===== config.mk =====
export PLATFORM = sky130hd
export DESIGN_NAME = cmd_mailbox
export DESIGN_NICKNAME = d
export VERILOG_FILES = /design/src/rtl/mbox_pkg.sv /design/src/rtl/mbox_fsm.sv /design/src/rtl/mbox_wordbank.sv /design/src/rtl/mbox_status.sv /design/src/rtl/cmd_mailbox.sv
export SDC_FILE = /design/constraint.sdc
export NUM_CORES = 1
export LEC_CHECK = 0
export ABC_AREA = 1
export BUFFER_PORTS_ARGS = -buffer_cell sky130_fd_sc_hd__buf_4
export CORE_ASPECT_RATIO = 1.75
export CORE_MARGIN = 5
export CORE_UTILIZATION = 40
export CTS_CLUSTER_DIAMETER = 50
export DETAILED_ROUTE_END_ITERATION = 8
export PLACE_DENSITY = 0.57
export SLEW_MARGIN = 20
export SYNTH_ARGS = -nofsm -noshare
export SYNTH_HDL_FRONTEND = slang
export SYNTH_SLANG_ARGS = --single-unit

===== constraint.sdc =====
create_clock -name clk -period 3.2 [get_ports clk]
set_input_delay 0.64 -clock clk [delete_from_list [all_inputs] [get_ports clk]]
set_output_delay 0.64 -clock clk [all_outputs]
set_load 0.02 [all_outputs]

===== src/rtl/mbox_pkg.sv =====
package mbox_pkg;
    localparam int DATA_W = 32;
    localparam int ADDR_W = 8;
    localparam int NWORDS = 4;
    localparam int IDX_W  = $clog2(NWORDS);

    localparam logic [ADDR_W-1:0] OFF_CMD  = 8'h00;
    localparam logic [ADDR_W-1:0] OFF_STAT = 8'h04;
    localparam logic [ADDR_W-1:0] OFF_SPTR = 8'h08;
    localparam logic [ADDR_W-1:0] OFF_DPTR = 8'h0C;
    localparam logic [ADDR_W-1:0] OFF_WBUF = 8'h80;
    localparam logic [ADDR_W-1:0] OFF_RBUF = 8'h90;

    localparam int CMD_IOC_BIT = 8;
    localparam int CMD_ID_LSB  = 12;

    typedef enum logic {
        ST_IDLE = 1'b0,
        ST_BUSY = 1'b1
    } mbox_state_e;
endpackage


===== src/rtl/mbox_fsm.sv =====
module mbox_fsm (
    input  logic clk,
    input  logic rst_n,
    input  logic cmd_req,
    input  logic done_req,
    output logic busy,
    output logic accept,
    output logic complete
);
    import mbox_pkg::*;

    mbox_state_e state_q, state_d;

    always_ff @(posedge clk) begin
        if (!rst_n) state_q <= ST_IDLE;
        else        state_q <= state_d;
    end

    always_comb begin
        state_d  = state_q;
        accept   = 1'b0;
        complete = 1'b0;
        unique case (state_q)
            ST_IDLE: if (cmd_req) begin   // T_ACCEPT
                state_d = ST_BUSY;
                accept  = 1'b1;
            end
            ST_BUSY: if (done_req) begin  // T_COMPLETE
                state_d  = ST_IDLE;
                complete = 1'b1;
            end
            default: state_d = ST_IDLE;
        endcase
    end

    assign busy = (state_q == ST_BUSY);
endmodule


===== src/rtl/mbox_wordbank.sv =====
module mbox_wordbank #(
    parameter int NW = 4,
    parameter int DW = 32,
    localparam int IW = $clog2(NW)
) (
    input  logic                   clk,
    input  logic                   rst_n,
    input  logic                   we,
    input  logic [IW-1:0]          idx,
    input  logic [DW-1:0]          wdata,
    output logic [NW-1:0][DW-1:0]  words
);
    for (genvar g = 0; g < NW; g++) begin : g_word
        always_ff @(posedge clk) begin
            if (!rst_n)                     words[g] <= '0;
            else if (we && idx == IW'(g))   words[g] <= wdata;
        end
    end
endmodule


===== src/rtl/mbox_status.sv =====
module mbox_status #(
    parameter int DW = 32
) (
    input  logic          clk,
    input  logic          rst_n,
    input  logic          accept,
    input  logic          complete,
    input  logic [DW-1:0] cmd_in,
    input  logic          err_in,
    input  logic [7:0]    code_in,
    input  logic [7:0]    init_in,
    output logic [DW-1:0] cmd_q,
    output logic          doorbell,
    output logic          host_irq,
    output logic          err_q,
    output logic [7:0]    code_q,
    output logic [7:0]    init_q,
    output logic [3:0]    id_q
);
    import mbox_pkg::*;

    always_ff @(posedge clk) begin
        if (!rst_n) begin
            cmd_q    <= '0;
            doorbell <= 1'b0;
            host_irq <= 1'b0;
            err_q    <= 1'b0;
            code_q   <= '0;
            init_q   <= '0;
            id_q     <= '0;
        end else begin
            doorbell <= accept;
            host_irq <= complete && cmd_q[CMD_IOC_BIT];
            if (accept) cmd_q <= cmd_in;
            if (complete) begin
                err_q  <= err_in;
                code_q <= code_in;
                init_q <= init_in;
                id_q   <= cmd_q[CMD_ID_LSB +: 4];
            end
        end
    end
endmodule


===== src/rtl/cmd_mailbox.sv =====
module cmd_mailbox (
    input  logic        clk,
    input  logic        rst_n,
    input  logic        bus_wr,
    input  logic        bus_rd,
    input  logic [7:0]  bus_addr,
    input  logic [31:0] bus_wdata,
    input  logic [3:0]  bus_be,
    output logic [31:0] bus_rdata,
    output logic        host_irq,
    output logic        mcu_doorbell,
    output logic [31:0] mcu_cmd,
    output logic [31:0] mcu_sptr,
    output logic [31:0] mcu_dptr,
    input  logic [1:0]  mcu_in_idx,
    output logic [31:0] mcu_in_word,
    input  logic        mcu_res_we,
    input  logic [1:0]  mcu_res_idx,
    input  logic [31:0] mcu_res_data,
    input  logic        mcu_done,
    input  logic        mcu_err,
    input  logic [7:0]  mcu_err_code,
    input  logic [7:0]  mcu_init_id
);
    import mbox_pkg::*;

    localparam int BANK_LSB = IDX_W + 2;

    logic wr_full, hit_cmd, hit_sptr, hit_dptr, hit_wbuf, hit_rbuf, aligned;
    logic busy, accept, complete, err_q;
    logic [7:0] code_q, init_q;
    logic [3:0] id_q;
    logic [IDX_W-1:0] host_idx;
    logic [NWORDS-1:0][DATA_W-1:0] wbuf, rbuf;
    logic [DATA_W-1:0] rd_val, sptr_q, dptr_q, stat_word;

    assign wr_full  = bus_wr && (bus_be == '1);
    assign aligned  = (bus_addr[1:0] == 2'b00);
    assign host_idx = bus_addr[BANK_LSB-1:2];
    assign hit_cmd  = (bus_addr == OFF_CMD);
    assign hit_sptr = (bus_addr == OFF_SPTR);
    assign hit_dptr = (bus_addr == OFF_DPTR);
    assign hit_wbuf = aligned && (bus_addr[ADDR_W-1:BANK_LSB] == OFF_WBUF[ADDR_W-1:BANK_LSB]);
    assign hit_rbuf = aligned && (bus_addr[ADDR_W-1:BANK_LSB] == OFF_RBUF[ADDR_W-1:BANK_LSB]);

    mbox_fsm u_fsm (
        .clk      (clk),
        .rst_n    (rst_n),
        .cmd_req  (wr_full && hit_cmd),
        .done_req (mcu_done),
        .busy     (busy),
        .accept   (accept),
        .complete (complete)
    );

    mbox_status #(.DW(DATA_W)) u_status (
        .clk      (clk),
        .rst_n    (rst_n),
        .accept   (accept),
        .complete (complete),
        .cmd_in   (bus_wdata),
        .err_in   (mcu_err),
        .code_in  (mcu_err_code),
        .init_in  (mcu_init_id),
        .cmd_q    (mcu_cmd),
        .doorbell (mcu_doorbell),
        .host_irq (host_irq),
        .err_q    (err_q),
        .code_q   (code_q),
        .init_q   (init_q),
        .id_q     (id_q)
    );

    mbox_wordbank #(.NW(NWORDS), .DW(DATA_W)) u_inbank (
        .clk   (clk),
        .rst_n (rst_n),
        .we    (wr_full && hit_wbuf),
        .idx   (host_idx),
        .wdata (bus_wdata),
        .words (wbuf)
    );

    mbox_wordbank #(.NW(NWORDS), .DW(DATA_W)) u_resbank (
        .clk   (clk),
        .rst_n (rst_n),
        .we    (mcu_res_we && busy),
        .idx   (mcu_res_idx),
        .wdata (mcu_res_data),
        .words (rbuf)
    );

    always_ff @(posedge clk) begin
        if (!rst_n) begin
            sptr_q    <= '0;
            dptr_q    <= '0;
            bus_rdata <= '0;
        end else begin
            if (wr_full && hit_sptr) sptr_q <= bus_wdata;
            if (wr_full && hit_dptr) dptr_q <= bus_wdata;
            if (bus_rd)              bus_rdata <= rd_val;
        end
    end

    assign stat_word = {8'h00, code_q, init_q, id_q, 2'b00, err_q, busy};

    always_comb begin
        rd_val = '0;
        if (bus_addr == OFF_STAT) rd_val = stat_word;
        else if (hit_sptr)        rd_val = sptr_q;
        else if (hit_dptr)        rd_val = dptr_q;
        else if (hit_wbuf)        rd_val = wbuf[host_idx];
        else if (hit_rbuf)        rd_val = rbuf[host_idx];
    end

    assign mcu_sptr    = sptr_q;
    assign mcu_dptr    = dptr_q;
    assign mcu_in_word = wbuf[mcu_in_idx];
endmodule


==> flow_results.xml, run 1 <==
<?xml version="1.0" encoding="UTF-8"?>
<metrics>
  <group name="layout">
    <metric name="area_taken_by_multi_input_logic_gates" unit="µm²">8626</metric>
    <metric name="insertedDiodeCount" unit="">0</metric>
    <metric name="layout-drive-gt1-share" unit="%">14.02</metric>
    <metric name="final_cell_area" unit="µm²">22090</metric>
    <metric name="nNetsFinal" unit="">2992</metric>
    <metric name="regArea" unit="µm²">8168</metric>
    <metric name="area.growth.synth_to_final" unit="%">20.64</metric>
    <metric name="layout.filler_cells" unit="">4594</metric>
  </group>
  <group name="pwr">
    <metric name="worst_supply_voltage_drop_on_vdd" unit="V">0.0004466</metric>
    <metric name="power_switching_share" unit="%">23.33</metric>
    <metric name="p_per_area" unit="nW/µm²">490.9</metric>
    <metric name="share_comb_of_total_power" unit="%">6.4</metric>
    <metric name="p_int" unit="mW">8.314</metric>
    <metric name="clockPowerShare" unit="%">46.7</metric>
    <metric name="power_switching" unit="mW">2.530</metric>
    <metric name="seqPwrFrac" unit="%">46.8</metric>
    <metric name="power.leakage" unit="nW">9.558</metric>
  </group>
  <group name="synth">
    <metric name="main_combinational_cell_family_by_area_after_synthesis" unit="">simple AND/OR/NAND/NOR gates</metric>
    <metric name="simple_logic_cell_fraction_of_the_synthesized_area" unit="%">24.60</metric>
    <metric name="postSynthAreaPerCell" unit="µm²">6.714</metric>
    <metric name="synthesis.instances" unit="">2727</metric>
    <metric name="synth.lib_cells_used.distinct" unit="">30</metric>
    <metric name="synth_fa_ha_area_share" unit="%">0</metric>
    <metric name="synth.most_common_cell" unit="">sky130_fd_sc_hd__nand2_1</metric>
    <metric name="mappedNetlistArea" unit="µm²">18310</metric>
    <metric name="synthDominantCellAreaShare" unit="%">44.61</metric>
    <metric name="synth_area_leaders" unit="">sky130_fd_sc_hd__dfxtp_1, sky130_fd_sc_hd__nand2_1, sky130_fd_sc_hd__o21ai_0, sky130_fd_sc_hd__nor2_1, sky130_fd_sc_hd__a21oi_1</metric>
    <metric name="dominantRegCellSynth" unit="">sky130_fd_sc_hd__dfxtp_1</metric>
    <metric name="mux_share_of_post_synthesis_cell_area" unit="%">0</metric>
    <metric name="synth-edff-count" unit="">0</metric>
    <metric name="ys_warn_count" unit="">0</metric>
    <metric name="syn_nets" unit="">2830</metric>
    <metric name="synth_async_sr_flop_share" unit="%">0</metric>
    <metric name="synth_xor_xnor_area_share" unit="%">0</metric>
    <metric name="synth-seq-cells" unit="">408</metric>
    <metric name="yosysSeqAreaShare" unit="%">44.61</metric>
    <metric name="post_synthesis_cell_type_with_the_largest_combined_area" unit="">sky130_fd_sc_hd__dfxtp_1</metric>
    <metric name="yosys-top-cells-count" unit="">sky130_fd_sc_hd__nand2_1, sky130_fd_sc_hd__nor2_1, sky130_fd_sc_hd__o21ai_0</metric>
    <metric name="synth_compound_area_share" unit="%">22.36</metric>
  </group>
  <group name="setup_path">
    <metric name="arrival" unit="ps">1900</metric>
    <metric name="critical_path.reg2reg.startpoint" unit="">u_fsm.busy</metric>
    <metric name="worstSetupEndpointType" unit="">primary output</metric>
    <metric name="critPathKind" unit="">input pin to primary output</metric>
    <metric name="crit_required" unit="ps">2560</metric>
    <metric name="worstPathMaxFanout" unit="">73</metric>
    <metric name="start_kind" unit="">input pin</metric>
    <metric name="reg2regPathDepth" unit="">6</metric>
    <metric name="rrSetupSlack" unit="ps">1360</metric>
    <metric name="r2r-end" unit="">u_resbank.words[105]</metric>
  </group>
  <group name="grt">
    <metric name="first_global_vias" unit="">17218</metric>
    <metric name="wire_length_of_the_first_global_routing_pass" unit="µm">100300</metric>
    <metric name="globalRoute.totalOverflow" unit="">0</metric>
    <metric name="grt_max_degree" unit="">122</metric>
    <metric name="initial_antenna_violation_count" unit="">0</metric>
    <metric name="grt_use_total" unit="%">25.15</metric>
  </group>
  <group name="hold_path">
    <metric name="hp-class" unit="">input pin to register</metric>
    <metric name="min_from" unit="">mcu_done</metric>
    <metric name="hold_depth" unit="">2</metric>
    <metric name="hold-path-endpoint" unit="">u_fsm.busy</metric>
  </group>
  <group name="clocking">
    <metric name="tritoncts.num_buffers" unit="">41</metric>
    <metric name="root_buffer" unit="">sky130_fd_sc_hd__clkbuf_16</metric>
    <metric name="h-tree-depth" unit="">2</metric>
    <metric name="clock_latency" unit="ps">540</metric>
    <metric name="ctsResizeCount" unit="">0</metric>
    <metric name="worst_setup_hold_path_clk_slew" unit="ps">70</metric>
    <metric name="cts_tree" unit="">yes</metric>
    <metric name="cts.hold.buffers_added" unit="">0</metric>
    <metric name="clock_sink_count" unit="">408</metric>
    <metric name="number_of_buffers_on_the_longest_clock_path" unit="">3</metric>
    <metric name="post_cts_setup_buffer_count" unit="">0</metric>
  </group>
  <group name="timing">
    <metric name="grt_setup_unrepaired" unit="">no</metric>
    <metric name="post-route-period-util" unit="%">79.24</metric>
    <metric name="tightestPinTransition" unit="ps">832.3</metric>
    <metric name="maxClockFrequency" unit="MHz">394.4</metric>
    <metric name="setup_viol" unit="">0</metric>
    <metric name="timing_hold_violations_final" unit="">0</metric>
    <metric name="final.setup.tns" unit="ps">0</metric>
    <metric name="clock_skew" unit="ps">10.84</metric>
    <metric name="final-max-slew-violation-count" unit="">0</metric>
    <metric name="maxSlewHeadroom" unit="%">44.45</metric>
    <metric name="period_needed" unit="ps">2536</metric>
  </group>
  <group name="die">
    <metric name="floorplan.die_area" unit="µm²">50320</metric>
    <metric name="die-width" unit="µm">171.7</metric>
    <metric name="num_io_pins" unit="">265</metric>
    <metric name="fp.dieH" unit="µm">293.0</metric>
    <metric name="start_util" unit="%">40.48</metric>
    <metric name="row_count" unit="">103</metric>
    <metric name="design.core.area" unit="µm²">45230</metric>
  </group>
  <group name="run_status">
    <metric name="outcome" unit="">completed</metric>
  </group>
  <group name="route">
    <metric name="top_layer_used" unit="">met4</metric>
    <metric name="post_route_antenna_net_violation_count" unit="">0</metric>
    <metric name="drtPass1Iterations" unit="">5</metric>
    <metric name="drt-total-wl" unit="µm">66080</metric>
    <metric name="drt-met1-wl" unit="µm">27310</metric>
    <metric name="route.met3.wl" unit="µm">4261</metric>
    <metric name="detail_route.drc_violations" unit="">0</metric>
    <metric name="dr_wl_met2" unit="µm">30960</metric>
    <metric name="route.detailed.vias_per_inst" unit="">5.273</metric>
    <metric name="drt-initial-drc-count" unit="">1437</metric>
    <metric name="routedWlPerCell" unit="µm">18.91</metric>
    <metric name="num_vias" unit="">18430</metric>
  </group>
  <group name="place">
    <metric name="dpl_cell_area" unit="µm²">20700</metric>
    <metric name="detailed_place_hpwl" unit="µm">45080</metric>
    <metric name="place.port_buffers" unit="">264</metric>
    <metric name="place.gp.congestion" unit="">0.9178</metric>
  </group>
  <group name="flow_run">
    <metric name="maxCapViolCount" unit="">0</metric>
  </group>
</metrics>
[cells by family after synthesis]
family,Yosys count
AO/OA/AOI/OAI,799
AND/OR/NAND/NOR,1140
flip-flops,408
buffers and inverters,380
[layout by cell type, fill, tap and decap left out, types with 10 or more instances in the layout]
master	n
sky130_fd_sc_hd__a21oi_1	308
sky130_fd_sc_hd__buf_4	307
sky130_fd_sc_hd__clkbuf_1	10
sky130_fd_sc_hd__clkbuf_16	41
sky130_fd_sc_hd__clkbuf_8	12
sky130_fd_sc_hd__dfxtp_1	408
sky130_fd_sc_hd__inv_1	169
sky130_fd_sc_hd__inv_2	10
sky130_fd_sc_hd__nand2_1	587
sky130_fd_sc_hd__nand3_1	86
sky130_fd_sc_hd__nor2_1	440
sky130_fd_sc_hd__o21ai_0	430
sky130_fd_sc_hd__o21ai_1	23
sky130_fd_sc_hd__o21bai_1	22
[final cells by class]
| type | count | share of cell area, % |
|---|---|---|
| Tap cell | 577 | 3.268 |
| Multi-Input combinational cell | 1939 | 39.05 |
| Clock buffer | 62 | 5.500 |
| Inverter | 182 | 3.093 |
| Clock inverter | 10 | 0.8043 |
| Sequential cell | 408 | 36.98 |
| Timing Repair Buffer | 317 | 11.31 |
[registers in the layout, indices dropped and copies added (netlist names)]
name / cells
bus_rdata: 32
mcu_dptr: 32
mcu_sptr: 32
u_fsm.busy: 1
u_inbank.words: 128
u_resbank.words: 128
u_status.cmd_q: 32
u_status.code_q: 8
u_status.doorbell: 1
u_status.err_q: 1
u_status.host_irq: 1
u_status.id_q: 4
u_status.init_q: 8
[stage by stage]
stage	setup WS, ps	power (mW)	instances	util (%)	hold slack, ps
floorplan	693.1	5.532	2727	-	424.4
global placement	666.4	5.881	3423	45.76	432.3
detailed placement	613.0	5.883	3423	45.76	436.6
CTS	666.9	10.96	3495	48.83	290.5
global route	590.8	11.18	3495	48.83	302.9
finish	664.4	10.84	3495	48.83	319.7
[worst max-delay path, cell delays in order]
cell and delay, ps:
sky130_fd_sc_hd__buf_4 120, sky130_fd_sc_hd__inv_2 150, sky130_fd_sc_hd__buf_12 280, sky130_fd_sc_hd__a21oi_1 140, sky130_fd_sc_hd__a21oi_1 270, sky130_fd_sc_hd__buf_4 210
[metal layers]
| metal | vias up | GRT usage, % |
|---|---|---|
| met5 | - | 0 |
| met4 | 0 | 12.26 |
| li1 | 9129 | - |
| met3 | 151 | 3.109 |
| met1 | 8461 | 32.69 |
| met2 | 689 | 41.15 |
[worst max-delay path by stage]
stage	start	end	cells after the start
3_5_place_dp	bus_addr[5]	mcu_sptr[16]	10
3_3_place_gp	bus_addr[5]	mcu_sptr[17]	10
6_report	mcu_in_idx[0]	mcu_in_word[15]	6
4_1_cts	mcu_in_idx[0]	mcu_in_word[15]	6
2_1_floorplan	mcu_in_idx[0]	mcu_in_word[21]	6
5_1_grt	mcu_in_idx[0]	mcu_in_word[15]	6
[power by group through the flow]
| stage | Sequential (mW) | Clock (mW) | Combinational, mW |
|---|---|---|---|
| floorplan | 5.19 | 0 | 0.338 |
| global placement | 5.19 | 0 | 0.688 |
| detailed placement | 5.19 | 0 | 0.689 |
| CTS | 5.08 | 5.19 | 0.690 |
| global route | 5.08 | 5.36 | 0.750 |
| finish | 5.08 | 5.07 | 0.695 |
Note: power is estimated with default switching activity, not from simulation.
==> run 2, diff against run 1 <==
Clock period 3.2 ns to 2.49 ns, I/O delays scaled along.
==> flow_results.xml, run 2 (same netlist as run 1, synthesis figures left out) <==
<?xml version="1.0" encoding="UTF-8"?>
<metrics>
  <group name="run_status">
    <metric name="outcome" unit="">completed</metric>
  </group>
  <group name="clocking">
    <metric name="worst_setup_hold_path_clk_slew" unit="ps">70</metric>
    <metric name="root_buffer" unit="">sky130_fd_sc_hd__clkbuf_16</metric>
    <metric name="h-tree-depth" unit="">2</metric>
    <metric name="post_cts_setup_buffer_count" unit="">0</metric>
    <metric name="number_of_buffers_on_the_longest_clock_path" unit="">3</metric>
    <metric name="cts.hold.buffers_added" unit="">0</metric>
    <metric name="clock_latency" unit="ps">550</metric>
    <metric name="tritoncts.num_buffers" unit="">41</metric>
    <metric name="clock_sink_count" unit="">408</metric>
    <metric name="ctsResizeCount" unit="">0</metric>
    <metric name="cts_tree" unit="">yes</metric>
  </group>
  <group name="die">
    <metric name="floorplan.die_area" unit="µm²">50320</metric>
    <metric name="fp.dieH" unit="µm">293.0</metric>
    <metric name="die-width" unit="µm">171.7</metric>
    <metric name="num_io_pins" unit="">265</metric>
    <metric name="start_util" unit="%">40.48</metric>
    <metric name="row_count" unit="">103</metric>
    <metric name="design.core.area" unit="µm²">45230</metric>
  </group>
  <group name="layout">
    <metric name="nNetsFinal" unit="">3003</metric>
    <metric name="regArea" unit="µm²">8168</metric>
    <metric name="final_util" unit="%">49.37</metric>
    <metric name="layout-drive-gt1-share" unit="%">14.47</metric>
    <metric name="largest_registers" unit="">u_inbank.words (128), u_resbank.words (128)</metric>
    <metric name="layout.filler_cells" unit="">4609</metric>
    <metric name="insertedDiodeCount" unit="">0</metric>
    <metric name="most_common_cell_after_layout_fill_and_taps_aside" unit="">sky130_fd_sc_hd__nand2_1</metric>
    <metric name="area.growth.synth_to_final" unit="%">21.96</metric>
    <metric name="layout.cells.most_common_list" unit="">sky130_fd_sc_hd__nand2_1, sky130_fd_sc_hd__nor2_1, sky130_fd_sc_hd__o21ai_0, sky130_fd_sc_hd__dfxtp_1, sky130_fd_sc_hd__a21oi_1</metric>
    <metric name="area_taken_by_multi_input_logic_gates" unit="µm²">8626</metric>
  </group>
  <group name="hold_path">
    <metric name="hp-class" unit="">input pin to register</metric>
  </group>
  <group name="timing">
    <metric name="worst_hold_slack" unit="ps">164.1</metric>
    <metric name="tightestPinTransition" unit="ps">834.7</metric>
    <metric name="timing_hold_violations_final" unit="">0</metric>
    <metric name="grt_setup_unrepaired" unit="">no</metric>
    <metric name="clock_skew" unit="ps">16.97</metric>
    <metric name="maxSlewHeadroom" unit="%">44.01</metric>
    <metric name="post-route-period-util" unit="%">88.50</metric>
    <metric name="period_needed" unit="ps">2204</metric>
    <metric name="setup_viol" unit="">0</metric>
    <metric name="final.setup.tns" unit="ps">0</metric>
    <metric name="maxClockFrequency" unit="MHz">453.8</metric>
    <metric name="final-max-slew-violation-count" unit="">0</metric>
  </group>
  <group name="place">
    <metric name="place.gp.congestion" unit="">0.9067</metric>
    <metric name="detailed_place_hpwl" unit="µm">45290</metric>
    <metric name="place.port_buffers" unit="">264</metric>
  </group>
  <group name="setup_path">
    <metric name="endpoint" unit="">mcu_in_word[23]</metric>
    <metric name="reg2regPathDepth" unit="">6</metric>
    <metric name="start_kind" unit="">register</metric>
    <metric name="arrival" unit="ps">1710</metric>
    <metric name="rrSetupSlack" unit="ps">900</metric>
    <metric name="worstSetupEndpointType" unit="">primary output</metric>
    <metric name="worstPathMaxFanout" unit="">2</metric>
    <metric name="worstSetupStartpoint" unit="">u_inbank.words[55]</metric>
    <metric name="r2r-end" unit="">u_resbank.words[91]</metric>
    <metric name="critPathKind" unit="">register to primary output</metric>
    <metric name="critical_path.reg2reg.startpoint" unit="">u_fsm.busy</metric>
    <metric name="crit_required" unit="ps">1990</metric>
  </group>
  <group name="pwr">
    <metric name="share_comb_of_total_power" unit="%">6.5</metric>
    <metric name="p_int" unit="mW">10.67</metric>
    <metric name="power.leakage" unit="nW">9.685</metric>
    <metric name="p_per_area" unit="nW/µm²">627.2</metric>
    <metric name="power_switching_share" unit="%">23.78</metric>
    <metric name="worst_supply_voltage_drop_on_vdd" unit="V">0.0005400</metric>
    <metric name="clockPowerShare" unit="%">46.9</metric>
    <metric name="power_switching" unit="mW">3.331</metric>
    <metric name="seqPwrFrac" unit="%">46.6</metric>
  </group>
  <group name="grt">
    <metric name="initial_antenna_violation_count" unit="">0</metric>
    <metric name="wire_length_of_the_first_global_routing_pass" unit="µm">102500</metric>
    <metric name="grt_use_total" unit="%">25.69</metric>
    <metric name="grt_max_degree" unit="">83</metric>
    <metric name="first_global_vias" unit="">17352</metric>
    <metric name="globalRoute.totalOverflow" unit="">0</metric>
  </group>
  <group name="route">
    <metric name="drt-total-wl" unit="µm">66450</metric>
    <metric name="post_route_antenna_net_violation_count" unit="">0</metric>
    <metric name="routedWlPerCell" unit="µm">18.94</metric>
    <metric name="drt-initial-drc-count" unit="">1552</metric>
    <metric name="drtPass1Iterations" unit="">6</metric>
    <metric name="route.detailed.vias_per_inst" unit="">5.294</metric>
    <metric name="num_vias" unit="">18573</metric>
    <metric name="detail_route.drc_violations" unit="">0</metric>
  </group>
  <group name="flow_run">
    <metric name="maxCapViolCount" unit="">0</metric>
  </group>
</metrics>
==> run 2: area by class of cell <==
cell class | count | area share, %
Timing Repair Buffer | 328 | 12.18
Inverter | 182 | 3.059
Tap cell | 577 | 3.233
Multi-Input combinational cell | 1939 | 38.63
Sequential cell | 408 | 36.58
Clock buffer | 60 | 5.508
Clock inverter | 14 | 0.8181
==> run 2: layer usage <==
| layer | wire length [µm] | share of wire [%] | vias to the layer above | track usage (%) |
|---|---|---|---|---|
| met5 | 0 | 0 | - | 0 |
| met4 | 3178 | 4.8 | 0 | 11.03 |
| met3 | 4545 | 6.8 | 127 | 3.325 |
| met2 | 30960 | 47 | 748 | 41.68 |
| met1 | 27760 | 42 | 8537 | 34.29 |
| li1 | - | - | 9161 | - |
==> run 2: worst max-delay path, stage by stage (launching register included) <==
cell	delay, ps
sky130_fd_sc_hd__dfxtp_1	330
sky130_fd_sc_hd__inv_1	50
sky130_fd_sc_hd__o21ai_0	160
sky130_fd_sc_hd__a21oi_1	60
sky130_fd_sc_hd__a21oi_1	330
sky130_fd_sc_hd__buf_4	220
==> run 2: per-stage QoR <==
step	std cells	power [mW]	cell area, µm²	worst slack (ps)
2_1_floorplan	2727	7.110	18310	267.1
3_3_place_gp	3434	7.585	20920	233.3
3_5_place_dp	3434	7.587	20920	184.9
4_1_cts	3508	14.15	22330	295.6
5_1_grt	3508	14.46	22330	198.5
6_report	3508	14.00	22330	286.4
==> run 2: power by group through the flow <==
| stage | clock network [mW] | logic [mW] | registers (mW) |
|---|---|---|---|
| 2_1_floorplan | 0 | 0.434 | 6.68 |
| 3_3_place_gp | 0 | 0.910 | 6.67 |
| 3_5_place_dp | 0 | 0.912 | 6.67 |
| 4_1_cts | 6.71 | 0.913 | 6.53 |
| 5_1_grt | 6.95 | 0.989 | 6.52 |
| 6_report | 6.56 | 0.916 | 6.53 |
==> run 2: worst min-delay path by stage <==
stage | startpoint | end | slack (ps) | depth (start not counted)
2_1_floorplan | u_resbank.words[27] | u_resbank.words[27] | 420 | 2
3_3_place_gp | u_resbank.words[124] | u_resbank.words[124] | 430 | 2
3_5_place_dp | u_resbank.words[57] | u_resbank.words[57] | 440 | 2
4_1_cts | mcu_done | u_fsm.busy | 130 | 2
5_1_grt | mcu_done | u_fsm.busy | 160 | 2
6_report | mcu_done | u_fsm.busy | 160 | 2
==> run 3, diff against run 2 <==
Settings changed: RECOVER_POWER set to 100.
==> flow_results.xml, run 3 (same netlist as run 1, synthesis figures left out) <==
<?xml version="1.0" encoding="UTF-8"?>
<metrics>
  <group name="pwr">
    <metric name="power_switching_share" unit="%">23.79</metric>
    <metric name="p_int" unit="mW">10.66</metric>
    <metric name="share_comb_of_total_power" unit="%">6.4</metric>
    <metric name="worst_supply_voltage_drop_on_vdd" unit="V">0.0005431</metric>
    <metric name="power.leakage" unit="nW">9.029</metric>
    <metric name="seqPwrFrac" unit="%">46.7</metric>
    <metric name="p_per_area" unit="nW/µm²">643.4</metric>
    <metric name="clockPowerShare" unit="%">46.9</metric>
    <metric name="power_switching" unit="mW">3.327</metric>
  </group>
  <group name="route">
    <metric name="route.detailed.vias_per_inst" unit="">5.315</metric>
    <metric name="drt-total-wl" unit="µm">66590</metric>
    <metric name="post_route_antenna_net_violation_count" unit="">0</metric>
    <metric name="num_vias" unit="">18645</metric>
    <metric name="routedWlPerCell" unit="µm">18.98</metric>
    <metric name="drt-initial-drc-count" unit="">1619</metric>
    <metric name="detail_route.drc_violations" unit="">0</metric>
    <metric name="drtPass1Iterations" unit="">6</metric>
  </group>
  <group name="place">
    <metric name="place.gp.congestion" unit="">0.9067</metric>
    <metric name="detailed_place_hpwl" unit="µm">45290</metric>
    <metric name="place.port_buffers" unit="">264</metric>
  </group>
  <group name="flow_run">
    <metric name="maxCapViolCount" unit="">1</metric>
  </group>
  <group name="timing">
    <metric name="tightestPinTransition" unit="ps">1767</metric>
    <metric name="final-max-slew-violation-count" unit="">79</metric>
    <metric name="period_needed" unit="ps">2255</metric>
    <metric name="maxSlewHeadroom" unit="%">-17.78</metric>
    <metric name="final.setup.tns" unit="ps">0</metric>
    <metric name="post-route-period-util" unit="%">90.55</metric>
    <metric name="grt_setup_unrepaired" unit="">no</metric>
    <metric name="clock_skew" unit="ps">16.49</metric>
    <metric name="maxClockFrequency" unit="MHz">443.5</metric>
    <metric name="setup_viol" unit="">0</metric>
    <metric name="timing_hold_violations_final" unit="">0</metric>
  </group>
  <group name="die">
    <metric name="die-width" unit="µm">171.7</metric>
    <metric name="design.core.area" unit="µm²">45230</metric>
    <metric name="fp.dieH" unit="µm">293.0</metric>
    <metric name="num_io_pins" unit="">265</metric>
    <metric name="start_util" unit="%">40.48</metric>
    <metric name="row_count" unit="">103</metric>
    <metric name="floorplan.die_area" unit="µm²">50320</metric>
  </group>
  <group name="clocking">
    <metric name="cts_tree" unit="">yes</metric>
    <metric name="clock_latency" unit="ps">550</metric>
    <metric name="clock_sink_count" unit="">408</metric>
    <metric name="root_buffer" unit="">sky130_fd_sc_hd__clkbuf_16</metric>
    <metric name="ctsResizeCount" unit="">0</metric>
    <metric name="post_cts_setup_buffer_count" unit="">0</metric>
    <metric name="h-tree-depth" unit="">2</metric>
    <metric name="tritoncts.num_buffers" unit="">41</metric>
    <metric name="cts.hold.buffers_added" unit="">0</metric>
    <metric name="worst_setup_hold_path_clk_slew" unit="ps">70</metric>
    <metric name="number_of_buffers_on_the_longest_clock_path" unit="">3</metric>
  </group>
  <group name="setup_path">
    <metric name="critical_path.slowest_cell" unit="">sky130_fd_sc_hd__dfxtp_1</metric>
    <metric name="worstSetupEndpointType" unit="">primary output</metric>
    <metric name="crit_required" unit="ps">1990</metric>
    <metric name="critPathKind" unit="">register to primary output</metric>
    <metric name="critical-path-top-cell-by-count" unit="">sky130_fd_sc_hd__a21oi_1</metric>
    <metric name="rrSetupSlack" unit="ps">590</metric>
    <metric name="path_cells" unit="">inv_1 -&gt; o21ai_0 -&gt; a21oi_1 -&gt; a21oi_1 -&gt; clkbuf_1</metric>
    <metric name="worstPathMaxFanout" unit="">2</metric>
    <metric name="cp_slowest_stage_delay" unit="ps">330</metric>
    <metric name="arrival" unit="ps">1760</metric>
    <metric name="start_kind" unit="">register</metric>
  </group>
  <group name="grt">
    <metric name="grt_use_total" unit="%">25.69</metric>
    <metric name="first_global_vias" unit="">17352</metric>
    <metric name="gr-max-usage-layer" unit="">met2</metric>
    <metric name="globalRouteMet2Util" unit="%">41.68</metric>
    <metric name="globalRoute.totalOverflow" unit="">0</metric>
    <metric name="gr-usage-met3" unit="%">3.325</metric>
    <metric name="initial_antenna_violation_count" unit="">0</metric>
    <metric name="wire_length_of_the_first_global_routing_pass" unit="µm">102500</metric>
    <metric name="use_met1" unit="%">34.29</metric>
    <metric name="grt_max_degree" unit="">83</metric>
  </group>
  <group name="run_status">
    <metric name="outcome" unit="">complete, but fails checks</metric>
    <metric name="violations" unit="">capacitance limit, slew limit</metric>
  </group>
  <group name="layout">
    <metric name="layout.filler_cells" unit="">4724</metric>
    <metric name="final_util" unit="%">48.05</metric>
    <metric name="insertedDiodeCount" unit="">0</metric>
    <metric name="largest_registers" unit="">u_inbank.words (128), u_resbank.words (128)</metric>
    <metric name="most_common_cell_after_layout_fill_and_taps_aside" unit="">sky130_fd_sc_hd__nand2_1</metric>
    <metric name="nNetsFinal" unit="">3003</metric>
    <metric name="layout-drive-gt1-share" unit="%">9.178</metric>
    <metric name="area.growth.synth_to_final" unit="%">18.70</metric>
    <metric name="layout.cells.most_common_list" unit="">sky130_fd_sc_hd__nand2_1, sky130_fd_sc_hd__o21ai_0, sky130_fd_sc_hd__nor2_1, sky130_fd_sc_hd__dfxtp_1, sky130_fd_sc_hd__a21oi_1</metric>
  </group>
  <group name="hold_path">
    <metric name="hp-class" unit="">input pin to register</metric>
  </group>
</metrics>
==> run 3: final timing paths <==
check | startpoint | end | depth (start not counted)
setup / recovery | u_inbank.words[55] | mcu_in_word[23] | 5
hold / removal | mcu_done | u_fsm.busy | 2
setup reg to reg | u_fsm.busy | u_status.id_q[1] | 5
hold reg to reg | u_resbank.words[57] | u_resbank.words[57] | 2
==> run 3: cell type report <==
class                      instances  area [µm²]  share of cell area, %
clock buffer                      60        1230                  5.659
tap                              577       721.9                  3.322
sequential                       408        8168                  37.58
inverter                         182       683.2                  3.143
timing repair buffer             328        2127                  9.787
clock inverter                    14       182.7                 0.8405
multi-input combinational       1939        8621                  39.67
==> run 3: power by group through the flow <==
stage | clock network (mW) | logic [mW] | registers [mW]
6_report | 6.56 | 0.897 | 6.53
5_1_grt | 6.95 | 0.971 | 6.52
4_1_cts | 6.71 | 0.913 | 6.53
3_5_place_dp | 0 | 0.912 | 6.67
3_3_place_gp | 0 | 0.910 | 6.67
2_1_floorplan | 0 | 0.434 | 6.68
==> run 3: layer usage <==
metal	vias to the layer above	share of wire [%]	routed length, µm
met5	-	0	0
met4	0	5.0	3334
met3	146	7.3	4852
met2	729	46	30830
met1	8611	41	27580
li1	9159	-	-
==> run 3: critical path: cells and delay by family, from the launching register on <==
| family | cells | cell delay, ps |
|---|---|---|
| buffers and inverters | 2 | 330 |
| AO/OA/AOI/OAI | 3 | 550 |
| flip-flops | 1 | 330 |
==> run 3: per-stage QoR <==
step	total power [mW]	cell area, µm²	instances	setup slack [ps]	hold slack [ps]
5_1_grt	14.44	21730	3508	123.4	164.0
3_5_place_dp	7.587	20920	3434	184.9	437.8
4_1_cts	14.15	22330	3508	295.6	133.2
6_report	13.98	21730	3508	235.3	167.6
2_1_floorplan	7.110	18310	2727	267.1	424.4
3_3_place_gp	7.585	20920	3434	233.3	433.7
